===== src/rtl/ddrchk_pkg.sv =====
package ddrchk_pkg;
   localparam int CODE_W = 4;
   localparam int NRULE  = 8;

   typedef enum logic [2:0] {
      C_NOP, C_ACT, C_RD, C_WR, C_PRE, C_MRS, C_BST, C_REF
   } cmd_e;

   // code values; a lower value wins when several rules fire together
   localparam logic [CODE_W-1:0] V_NONE     = 4'd0;
   localparam logic [CODE_W-1:0] V_MRS_GAP  = 4'd1;
   localparam logic [CODE_W-1:0] V_ACT_OPEN = 4'd2;
   localparam logic [CODE_W-1:0] V_RW_IDLE  = 4'd3;
   localparam logic [CODE_W-1:0] V_WR_PRE   = 4'd4;
   localparam logic [CODE_W-1:0] V_RD_PRE   = 4'd5;
   localparam logic [CODE_W-1:0] V_WR_RD    = 4'd6;
   localparam logic [CODE_W-1:0] V_RD_WR    = 4'd7;
   localparam logic [CODE_W-1:0] V_BST_WR   = 4'd8;

   function automatic cmd_e pins_to_cmd(input logic ras_n, input logic cas_n, input logic we_n);
      case ({ras_n, cas_n, we_n})
         3'b011:  return C_ACT;
         3'b101:  return C_RD;
         3'b100:  return C_WR;
         3'b010:  return C_PRE;
         3'b000:  return C_MRS;
         3'b110:  return C_BST;
         3'b001:  return C_REF;
         default: return C_NOP;
      endcase
   endfunction
endpackage


===== src/rtl/ddrchk_gap_ctr.sv =====
module ddrchk_gap_ctr #(
   parameter int W = 4
) (
   input  logic         clk,
   input  logic         rst_n,
   input  logic         restart,
   output logic [W-1:0] cnt
);
   localparam logic [W-1:0] TOP = '1;

   if (W < 2) begin : g_bad_w
      $error("gap counter needs at least 2 bits");
   end

   always_ff @(posedge clk or negedge rst_n) begin
      if (!rst_n)             cnt <= TOP;
      else if (restart)       cnt <= W'(1);
      else if (cnt != TOP)    cnt <= cnt + W'(1);
   end

   a_r11_holds_at_top: assert property (@(posedge clk) disable iff (!rst_n)
      (!restart && cnt == TOP) |=> cnt == TOP);
   a_r11_restart_one: assert property (@(posedge clk) disable iff (!rst_n)
      restart |=> cnt == W'(1));
endmodule


===== src/rtl/ddrchk_banks.sv =====
module ddrchk_banks
   import ddrchk_pkg::*;
#(
   parameter int NBANK = 4,
   parameter int W     = 4
) (
   input  logic                      clk,
   input  logic                      rst_n,
   input  cmd_e                      cmd,
   input  logic [NBANK-1:0]          hit,
   input  logic                      all_banks,
   input  logic                      auto_pre,
   output logic [NBANK-1:0]          open_q,
   output logic [NBANK-1:0][W-1:0]   wr_cnt,
   output logic [NBANK-1:0][W-1:0]   rd_cnt
);
   for (genvar b = 0; b < NBANK; b++) begin : g_bank
      logic open_r;
      logic close_now;

      assign close_now = ((cmd == C_PRE) && (all_banks || hit[b])) ||
                         (auto_pre && hit[b]);

      always_ff @(posedge clk or negedge rst_n) begin
         if (!rst_n)                          open_r <= 1'b0;
         else if (close_now)                  open_r <= 1'b0;
         else if ((cmd == C_ACT) && hit[b])   open_r <= 1'b1;
      end
      assign open_q[b] = open_r;

      ddrchk_gap_ctr #(.W(W)) u_wr (
         .clk(clk), .rst_n(rst_n),
         .restart((cmd == C_WR) && hit[b]), .cnt(wr_cnt[b]));
      ddrchk_gap_ctr #(.W(W)) u_rd (
         .clk(clk), .rst_n(rst_n),
         .restart((cmd == C_RD) && hit[b]), .cnt(rd_cnt[b]));

      a_r3_act_opens: assert property (@(posedge clk) disable iff (!rst_n)
         ((cmd == C_ACT) && hit[b]) |=> open_r);
      a_r4_all_close: assert property (@(posedge clk) disable iff (!rst_n)
         all_banks |=> !open_r);
      a_r4_ap_close: assert property (@(posedge clk) disable iff (!rst_n)
         (auto_pre && hit[b]) |=> !open_r);
   end
endmodule


===== config.mk =====
export PLATFORM = sky130hd
export DESIGN_NAME = ddrchk_banks
export DESIGN_NICKNAME = d
export VERILOG_FILES = /design/src/rtl/ddrchk_pkg.sv /design/src/rtl/ddrchk_gap_ctr.sv /design/src/rtl/ddrchk_banks.sv
export SDC_FILE = /design/constraint.sdc
export NUM_CORES = 1
export LEC_CHECK = 0
export ABC_AREA = 1
export CAP_MARGIN = 20
export CORE_UTILIZATION = 37
export CTS_CLUSTER_SIZE = 25
export DETAILED_ROUTE_END_ITERATION = 10
export SKIP_LAST_GASP = 1
export SLEW_MARGIN = 40
export SYNTH_ARGS = -nofsm -noshare
export SYNTH_HDL_FRONTEND = slang
export SYNTH_SLANG_ARGS = --single-unit

===== constraint.sdc =====
create_clock -name clk -period 1.8 [get_ports clk]
set_clock_uncertainty 0.1 [all_clocks]
set_input_delay 0.36 -clock clk [delete_from_list [all_inputs] [get_ports clk]]
set_output_delay 0.36 -clock clk [all_outputs]
set_load 0.05 [all_outputs]

==> summary.md, run 1 <==
| Metric | Value |
|---|---|
| Synth cell count leaders | 86 x nand2_1, 38 x inv_1, 32 x dfstp_2, 21 x nor2_1, 17 x nand3_1 |
| Starting Density | 0.390 |
| Mean post-synth cell area | 7.72 sq um |
| Worst r2r src | g_bank[1].u_rd.cnt[0]$_DFFE_PN1P_ |
| Max Slew Vio Count | 0 |
| Setup TNS | 0 ns |
| Dpl cells | 375 |
| Max Buffers Root-to-Sink | 2 |
| Initial antenna violation count | 0 |
| Clock buffer count from CTS | 5 |
| Via count | 1784 |
| Net count after synthesis | 282 |
| Critical Path RT | 1.34 ns |
| Flop and latch count out of synthesis | 36 |
| Sequential share of the synthesized area | 0.463 |
| Area leader, netlist | dfstp_2 |
| CP Buf/Inv Count | 1 |
| CTS tree | yes |
| Max cap viols | 0 |
| Post-CTS sizing | 0 |
| Placer Congestion | 0.828 |
| Gr usage total | 0.162 |
| Largest net degree at the start of global routing | 37 |
| CP peak stage delay | 0.61 ns |
| Htree depth | 2 |
| Top Family by Delay on Critical Path | flip-flops |
| Met2 routed WL | 1970 um |
| Global route overflow | 0 |
| CP max FO | 6 |
| EDFF count, synth | 0 |
| Mapped Cells | 263 |
| DR pass1 iterations | 4 |
| Highest-delay cell along the critical path | dfstp_2 |
| Finished Layout Cells | 383 |
| Min cycle time layout | 1.50 ns |
| Row cnt | 26 |
| WP data arrival | 1.04 ns |
| Post-synth top area share | 0.414 |
| Hpwl dp | 3230 um |
| Vias in the first global route | 1771 |
| Synth async-reset ratio | 1.00 |
| Outcome | completed |
| Mapped cell area | 2030 sq um |
| # IOs | 47 |
| Routed Antenna Nets | 0 |
| Final Cycle Share | 0.835 |
| Core area | 5200 sq um |
| DRT Wirelength | 4240 um |
| Endpoints failing hold | 0 |
| Fmax | 665 MHz |
| PortBufs | 46 |
| Count leader, synth | nand2_1 |
| DRT met1 WL | 2040 um |
| Worst Hold Class | primary input to async pin |
| Total inserted antenna cells | 0 |
| Die Ht | 76.1 um |
| Post-CTS Hold Fix Bufs | 0 |
| R2R setup slack | 0.31 ns |
| Die Wd | 76.1 um |
| Met3 wire length | 193 um |
| Critical Setup Path Class | flip-flop to output port |
| Reg-to-Reg End | g_bank[1].u_rd.cnt[1]$_DFFE_PN1P_ |
| Unrepaired setup endpoints after global routing | no |
| Clock transition at path regs | 0.07 ns |
| Area delta synth->final | 45.1% |
| Worst slew pin tran | 0.449 ns |
| Vias/cell | 4.66 |
| Worst-Skew Late Latency | 0.28 ns |
| Synth warn | 0 |
| Setup violations, final | 0 |
| # clock sinks | 36 |
| Share of layout cells above drive strength 1 | 0.281 |
| CTS root buf | clkbuf_8 |
| Synth top area cells | dfstp_2 41%, nand2_1 16%, inv_1 7.0% |
| Synth Flop Type | dfstp_2 |
| CP startpoint kind | flip-flop |
| Die area | 5790 sq um |
| Nets | 331 |
| DR iter-0 viols | 86 |
| Rel. slew slack | 0.701 |
| Drt wl/cell | 11.1 um |
| First-pass GRT wire length | 7580 um |
| Critical-path cell list | buf_12 |
| CP Capture Type | output port |
| Netlist cell types | 21 |
| Setup bufs post-CTS | 0 |
| DR top layer | met4 |
| Worst R2R Path Depth | 5 |
| Drc violations | 0 |
==> kinds of logic after synthesis <==
group	share of synthesized area
AOI/OAI and AO/OA	0.0616
xor gates and xnor gates	0.0216
adders and majority gates	0.0493
buffers and inverters	0.0967
DFF	0.463
and+or+nand+nor	0.307
==> cell usage in the layout (no fill, tap or decap), types with 8 or more instances in the layout <==
cell type and n:
inv_1 38, a21oi_1 13, dfstp_2 32, o21ai_0 9, nand3_1 17, ha_1 8, buf_12 32, clkdlybuf4s50_1 9
nor2_1 21, nand2_1 86
==> per-stage QoR <==
step	setup slack [ns]	instance area, sq um	utilization	hold slack [ns]
final	0.296	2950	0.566	0.00535
after global routing	0.200	2950	0.566	0.0295
after CTS	0.283	2950	0.566	0.0138
after detailed placement	0.106	2860	0.549	0.328
after global placement	0.170	2860	0.549	0.328
after floorplan	0.281	2030	-	-0.0356
==> layout make-up <==
type	count	area, sq um
fillers	467	2260
clock buffers	8	90.1
multi-input cells	179	893
inverters	43	161
well taps	70	87.6
repair buffers	47	773
flip-flops and latches	36	941
==> state kept, by name (all words and copies together), names as in the netlist <==
signal,flops
g_bank.u_wr.cnt,16
g_bank.open_r,4
g_bank.u_rd.cnt,16
==> worst max path at each step <==
stage | startpoint | end | slack, ns | cells past startpoint
after floorplan | g_bank[2].u_rd.cnt[0]$_DFFE_PN1P_ | g_bank[2].u_rd.cnt[1]$_DFFE_PN1P_ | 0.28 | 5
after global placement | cmd[0] | g_bank[1].u_rd.cnt[1]$_DFFE_PN1P_ | 0.17 | 7
after detailed placement | cmd[0] | g_bank[0].u_rd.cnt[1]$_DFFE_PN1P_ | 0.11 | 7
after CTS | g_bank[3].u_rd.cnt[2]$_DFFE_PN1P_ | rd_cnt[14] | 0.28 | 1
after global routing | g_bank[3].u_wr.cnt[0]$_DFFE_PN1P_ | g_bank[3].u_wr.cnt[1]$_DFFE_PN1P_ | 0.20 | 5
final | g_bank[3].u_rd.cnt[2]$_DFFE_PN1P_ | rd_cnt[14] | 0.30 | 1
==> routing by layer <==
metal / global-route usage / vias up
li1: - / 918
met5: 0 / -
met2: 0.279 / 38
met3: 0.0467 / 5
met4: 0.0519 / 0
met1: 0.195 / 823
Power of run 1 is not shown: default switching activity piles up to over one toggle a cycle in this logic, so the estimate is an artifact.
==> inputs of run 2 (changes only) <==
Clock period 1.8 ns to 1.35 ns, I/O delays scaled along.
==> summary.md, run 2 (same netlist as run 1, synthesis figures left out) <==
| Metric | Value |
|---|---|
| Final worst setup slack | -0.161 ns (-0.458 ns) |
| Drc violations | 0 (unchanged) |
| Routed Antenna Nets | 0 (unchanged) |
| Vias in the first global route | 1970 (+11%) |
| Min cycle time layout | 1.51 ns |
| Worst r2r src | g_bank[1].u_wr.cnt[0]$_DFFE_PN1P_ |
| Starting Density | 0.390 (unchanged) |
| Leakage Power | 1.82 nW |
| Gr usage total | 0.181 (+0.0192) |
| Initial antenna violation count | 0 (unchanged) |
| R2R setup slack | -0.09 ns (-0.40 ns) |
| Largest net degree at the start of global routing | 37 (unchanged) |
| CTS root buf | clkbuf_8 |
| Rel. slew slack | 0.795 (+0.0939) |
| WP data arrival | 1.14 ns (+0.10 ns) |
| Sw frac | 0.427 |
| Die area | 5790 sq um (unchanged) |
| Placer Congestion | 0.782 (-5.5%) |
| Highest-delay cell along the critical path | dfstp_4 |
| Worst R2R Path Depth | 6 (+1) |
| CP peak stage delay | 0.63 ns (+0.02 ns) |
| CP startpoint kind | flip-flop |
| # clock sinks | 36 (unchanged) |
| Global route overflow | 0 (unchanged) |
| Clock share of power | 0.079 |
| Die Wd | 76.1 um (unchanged) |
| DR iter-0 viols | 43 (-50%) |
| Htree depth | 2 (unchanged) |
| Die Ht | 76.1 um (unchanged) |
| DRT Wirelength | 5140 um (+21%) |
| P_sw | 5.08 mW |
| Final Cycle Share | 1.12 |
| Critical-path cell list | buf_6 > buf_12 |
| Top Registers | g_bank.u_rd.cnt (16), g_bank.u_wr.cnt (16), g_bank.open_r (4) |
| Pre-CTS setup slack | -0.208 ns (-0.314 ns) |
| Unrepaired setup endpoints after global routing | yes |
| Worst Hold Class | primary input to async pin |
| Peak supply drop | 0.00200 V |
| Worst slew pin tran | 0.307 ns (-0.142 ns) |
| Clock transition at path regs | 0.07 ns (about the same) |
| Internal | 6.82 mW |
| P per Cell Area | 3080 nW/um^2 |
| Max Slew Vio Count | 0 (unchanged) |
| DR pass1 iterations | 4 (unchanged) |
| Commonest non-fill, non-tap cells in the layout | 77 x nand2_1, 41 x buf_12, 36 x buf_4 |
| Sequential share of power | 0.234 |
| Critical Path RT | 0.98 ns (-0.36 ns) |
| Row cnt | 26 (unchanged) |
| CP Capture Type | output port |
| # IOs | 47 (unchanged) |
| PortBufs | 46 (unchanged) |
| Nets | 381 (+15%) |
| Fmax | 662 MHz |
| Endpoints failing hold | 0 (unchanged) |
| Hpwl dp | 3310 um (+2.2%) |
| Max cap viols | 0 (unchanged) |
| Failing checks | negative setup slack |
| Outcome | complete, but fails checks |
| Reg-to-Reg End | g_bank[1].u_wr.cnt[1]$_DFFE_PN1P_ |
| Drt wl/cell | 11.9 um (+7.2%) |
| Max Buffers Root-to-Sink | 2 (unchanged) |
| Total inserted antenna cells | 0 (unchanged) |
| Area delta synth->final | 90.1% |
| Setup violations, final | 46 (+46) |
| Power share of the combinational group | 0.688 |
| Vias/cell | 4.63 (-0.69%) |
| CTS tree | yes |
| Via count | 2003 (+12%) |
| Final core occ | 0.742 (+0.176) |
| CP max FO | 2 (-4) |
| Worst-Skew Late Latency | 0.29 ns (about the same) |
| First-pass GRT wire length | 8420 um (+11%) |
| Core area | 5200 sq um (unchanged) |
| Commonest non-fill, non-tap cell in the layout | nand2_1 |
| Share of layout cells above drive strength 1 | 0.521 (+0.240) |
| Clock buffer count from CTS | 5 (unchanged) |
| Critical Setup Path Class | flip-flop to output port |
run 2: changes by cell type in the layout (fill, tap and decap cells not counted), sizes merged:
cell | previous run | this run
dlygate4sd3 | 0 | 1
buf | 38 | 87
clkbuf | 8 | 6
clkinv | 0 | 1
bufinv | 0 | 1
run 2: layout make-up:
class | count | area, sq um
flip-flops and latches | 36 | 993
multi-input cells | 179 | 1210
inverters | 43 | 164
clock buffers | 6 | 72.6
clock inverters | 2 | 35.0
fillers | 352 | 1340
repair buffers | 97 | 1300
well taps | 70 | 87.6
run 2: how the worst max path moves through the flow:
stage               slack, ns                                 to  cells after the start                              start
global placement        -0.18  g_bank[2].u_wr.cnt[1]$_DFFE_PN1P_                      4                             cmd[1]
finish                  -0.16                         rd_cnt[13]                      2  g_bank[3].u_rd.cnt[1]$_DFFE_PN1P_
floorplan               -0.04  g_bank[2].u_rd.cnt[1]$_DFFE_PN1P_                      5  g_bank[2].u_rd.cnt[1]$_DFFE_PN1P_
global route            -0.19                         rd_cnt[12]                      2  g_bank[3].u_rd.cnt[0]$_DFFE_PN1P_
detailed placement      -0.21  g_bank[2].u_wr.cnt[1]$_DFFE_PN1P_                      4                             cmd[1]
CTS                     -0.17                         rd_cnt[13]                      2  g_bank[3].u_rd.cnt[1]$_DFFE_PN1P_
run 2: repair_timing:
action / CTS / global route
pin swaps: 0 / 27
endpoints found under the setup margin: 32 / 60
buffers inserted: 32 / 9
resized for setup: 3 / 49
hold buffers: 1 / 0
hold endpoints to repair: 4 / 0
run 2: power by group through the flow:
| stage | clock network [mW] | registers [mW] | logic [mW] |
|---|---|---|---|
| floorplan | 0 | 4.59 | 1.80 |
| global placement | 0 | 3.12 | 6.03 |
| detailed placement | 0 | 3.11 | 6.12 |
| CTS | 0.961 | 2.77 | 7.38 |
| global route | 1.01 | 2.84 | 8.76 |
| finish | 0.938 | 2.78 | 8.18 |
run 2: metrics by stage:
stage	TNS (ns)	cell area [sq um]	instances	hold slack (ns)	power [mW]
floorplan	-0.130	2230	263	-0.126	6.39
global placement	-4.93	3190	385	0.147	9.15
detailed placement	-5.65	3190	385	0.147	9.24
CTS	-2.56	3610	425	0.376	11.1
global route	-4.05	3860	433	0.415	12.6
finish	-2.13	3860	433	0.387	11.9
run 2: worst max-delay path: cells and delay by family, from the launching register on:
| family | cells | cell delay (ns) |
|---|---|---|
| DFF | 1 | 0.63 |
| buffers and inverters | 2 | 0.22 |
run 2: per-layer routing:
layer	vias up	global-route usage	part of all wire	wire, um
li1	1025	-	-	-
met1	922	0.214	0.44	2250
met2	46	0.306	0.50	2560
met3	10	0.0407	0.042	216
met4	0	0.100	0.022	114
met5	-	0	0	0
No activity file was read; power rests on OpenSTA's default activity.
==> inputs of run 3 (changes only) <==
Settings changed: CORE_UTILIZATION 37 to 40, PLACE_DENSITY set to 0.69.
==> summary.md, run 3 (same netlist as run 1, synthesis figures left out) <==
| Metric | Value |
|---|---|
| Outcome | complete, but fails checks |
| Failing checks | negative setup slack |
| Power share of the combinational group | 0.698 (+0.010) |
| R2R setup slack | -0.05 ns (+0.04 ns) |
| Pre-CTS setup slack | -0.245 ns (-0.0367 ns) |
| Largest net degree at the start of global routing | 37 (unchanged) |
| DP Area | 3190 sq um (-0.12%) |
| P per Cell Area | 3100 nW/um^2 (+0.49%) |
| Drc violations | 0 (unchanged) |
| Reg-to-Reg End | g_bank[2].u_rd.cnt[0]$_DFFE_PN1P_ |
| Worst slew pin tran | 0.354 ns (+0.0468 ns) |
| P_sw | 5.12 mW (+0.96%) |
| Clock transition at path regs | 0.07 ns (about the same) |
| Hpwl dp | 3510 um (+6.1%) |
| Total inserted antenna cells | 0 (unchanged) |
| Commonest non-fill, non-tap cell in the layout | nand2_1 |
| CTS tree | yes |
| WP data arrival | 1.15 ns (about the same) |
| Worst r2r src | g_bank[2].u_rd.cnt[0]$_DFFE_PN1P_ |
| # IOs | 47 (unchanged) |
| Die Wd | 73.3 um (-3.7%) |
| Final Cycle Share | 1.12 (+0.00368) |
| Internal | 6.67 mW (-2.3%) |
| Starting Density | 0.422 (+0.0314) |
| Routed Antenna Nets | 0 (unchanged) |
| Min cycle time layout | 1.52 ns (+0.00496 ns) |
| DR iter-0 viols | 62 (+44%) |
| Clock buffer count from CTS | 5 (unchanged) |
| Leakage Power | 1.81 nW (-0.58%) |
| Htree depth | 2 (unchanged) |
| DRT Wirelength | 5760 um (+12%) |
| CTS root buf | clkbuf_8 |
| Max Buffers Root-to-Sink | 2 (unchanged) |
| Die area | 5370 sq um (-7.3%) |
| Rel. slew slack | 0.764 (-0.0309) |
| Endpoints failing hold | 0 (unchanged) |
| Fmax | 660 MHz (-0.33%) |
| Placer Congestion | 0.841 (+7.5%) |
| Vias/cell | 4.78 (+3.3%) |
| Commonest non-fill, non-tap cells in the layout | 77 x nand2_1, 39 x buf_12, 36 x buf_4 |
| Row cnt | 25 (-3.8%) |
| Drt wl/cell | 13.4 um (+13%) |
| Final worst setup slack | -0.166 ns (-0.00496 ns) |
| CP max FO | 2 (unchanged) |
| Global route overflow | 0 (unchanged) |
| Max cap viols | 0 (unchanged) |
| Sw frac | 0.435 (+0.00807) |
| Initial antenna violation count | 0 (unchanged) |
| First-pass GRT wire length | 9160 um (+8.8%) |
| Share of layout cells above drive strength 1 | 0.503 (-0.0179) |
| WHS | 0.376 ns (-0.0109 ns) |
| Worst-Skew Late Latency | 0.29 ns (about the same) |
| Die Ht | 73.3 um (-3.7%) |
| Critical Path RT | 0.98 ns (about the same) |
| CP Capture Type | output port |
| Fin area | 3810 sq um (-1.4%) |
| Clock share of power | 0.068 (-0.011) |
| Critical Setup Path Class | flip-flop to output port |
| Peak supply drop | 0.00212 V (+6.2%) |
| Area delta synth->final | 87.5% |
| Max Slew Vio Count | 0 (unchanged) |
| Core area | 4820 sq um (-7.5%) |
| Gr usage total | 0.226 (+0.0444) |
| Sequential share of power | 0.235 (about the same) |
| Unrepaired setup endpoints after global routing | yes |
| Critical-path cell list | buf_6 > buf_12 |
| Nets | 382 (+0.26%) |
| Vias in the first global route | 2198 (+12%) |
| Total power | 11.8 mW (-0.91%) |
| Via count | 2059 (+2.8%) |
| PortBufs | 46 (unchanged) |
| CP startpoint kind | flip-flop |
| Setup violations, final | 45 (-2.2%) |
| Worst R2R Path Depth | 5 (-1) |
| Top Registers | g_bank.u_rd.cnt (16), g_bank.u_wr.cnt (16), g_bank.open_r (4) |
| DR pass1 iterations | 4 (unchanged) |
| Worst Hold Class | primary input to async pin |
| CP peak stage delay | 0.63 ns (about the same) |
| Highest-delay cell along the critical path | dfstp_4 |
| Fill count | 327 (-7.1%) |
| # clock sinks | 36 (unchanged) |
[run 3: cell count changes in the layout (fill, tap and decap cells not counted), moves of 2 or more]
cell     change
nor2_1       +2
a21oi_2      -2
a21oi_1      +2
buf_6        +3
buf_12       -2
[run 3: layer usage]
layer,part of all wire,wire length [um],global-route usage
met1,0.39,2240,0.231
met2,0.54,3130,0.422
met3,0.048,279,0.0631
met4,0.018,105,0.105
met5,0,0,0
[run 3: worst max-delay path: cells and delay by family, from the launching register on]
kind / cells / cell delay, ns
flip-flops: 1 / 0.63
buffers and inverters: 2 / 0.23
[run 3: cell type report]
class | count | area [sq um] | area share
Tap cell | 67 | 83.8 | 0.0220
Inverter | 43 | 161 | 0.0424
Timing Repair Buffer | 98 | 1290 | 0.340
Clock buffer | 8 | 90.1 | 0.0237
Multi-Input combinational cell | 179 | 1180 | 0.311
Sequential cell | 36 | 993 | 0.261
[run 3: timing repair]
item,CTS,global route
resized for setup,5,43
pin swaps,0,24
setup buffers,35,6
endpoints found under the hold margin,4,0
hold buffers,1,0
endpoints found under the setup margin,33,62
[run 3: worst max path at each step]
| stage | startpoint | end | slack [ns] |
|---|---|---|---|
| after floorplan | g_bank[2].u_rd.cnt[1]$_DFFE_PN1P_ | g_bank[2].u_rd.cnt[1]$_DFFE_PN1P_ | -0.04 |
| after global placement | cmd[1] | g_bank[2].u_wr.cnt[2]$_DFFE_PN1P_ | -0.20 |
| after detailed placement | cmd[1] | g_bank[2].u_wr.cnt[2]$_DFFE_PN1P_ | -0.24 |
| after CTS | g_bank[2].u_rd.cnt[0]$_DFFE_PN1P_ | rd_cnt[8] | -0.16 |
| after global routing | g_bank[3].u_rd.cnt[0]$_DFFE_PN1P_ | rd_cnt[12] | -0.19 |
| final | g_bank[3].u_rd.cnt[0]$_DFFE_PN1P_ | rd_cnt[12] | -0.17 |
[run 3: power by group through the flow]
stage | registers, mW | logic (mW) | clock network, mW
global route | 2.84 | 8.76 | 0.857
CTS | 2.73 | 7.50 | 0.809
floorplan | 4.59 | 1.80 | 0
finish | 2.77 | 8.23 | 0.797
detailed placement | 3.13 | 6.16 | 0
global placement | 3.11 | 6.00 | 0
[run 3: metrics by stage]
stage,TNS (ns),utilization,instances
detailed placement,-5.90,0.662,382
global route,-3.99,0.790,431
floorplan,-0.130,-,263
CTS,-2.34,0.748,426
global placement,-4.65,0.662,382
finish,-2.12,0.790,431
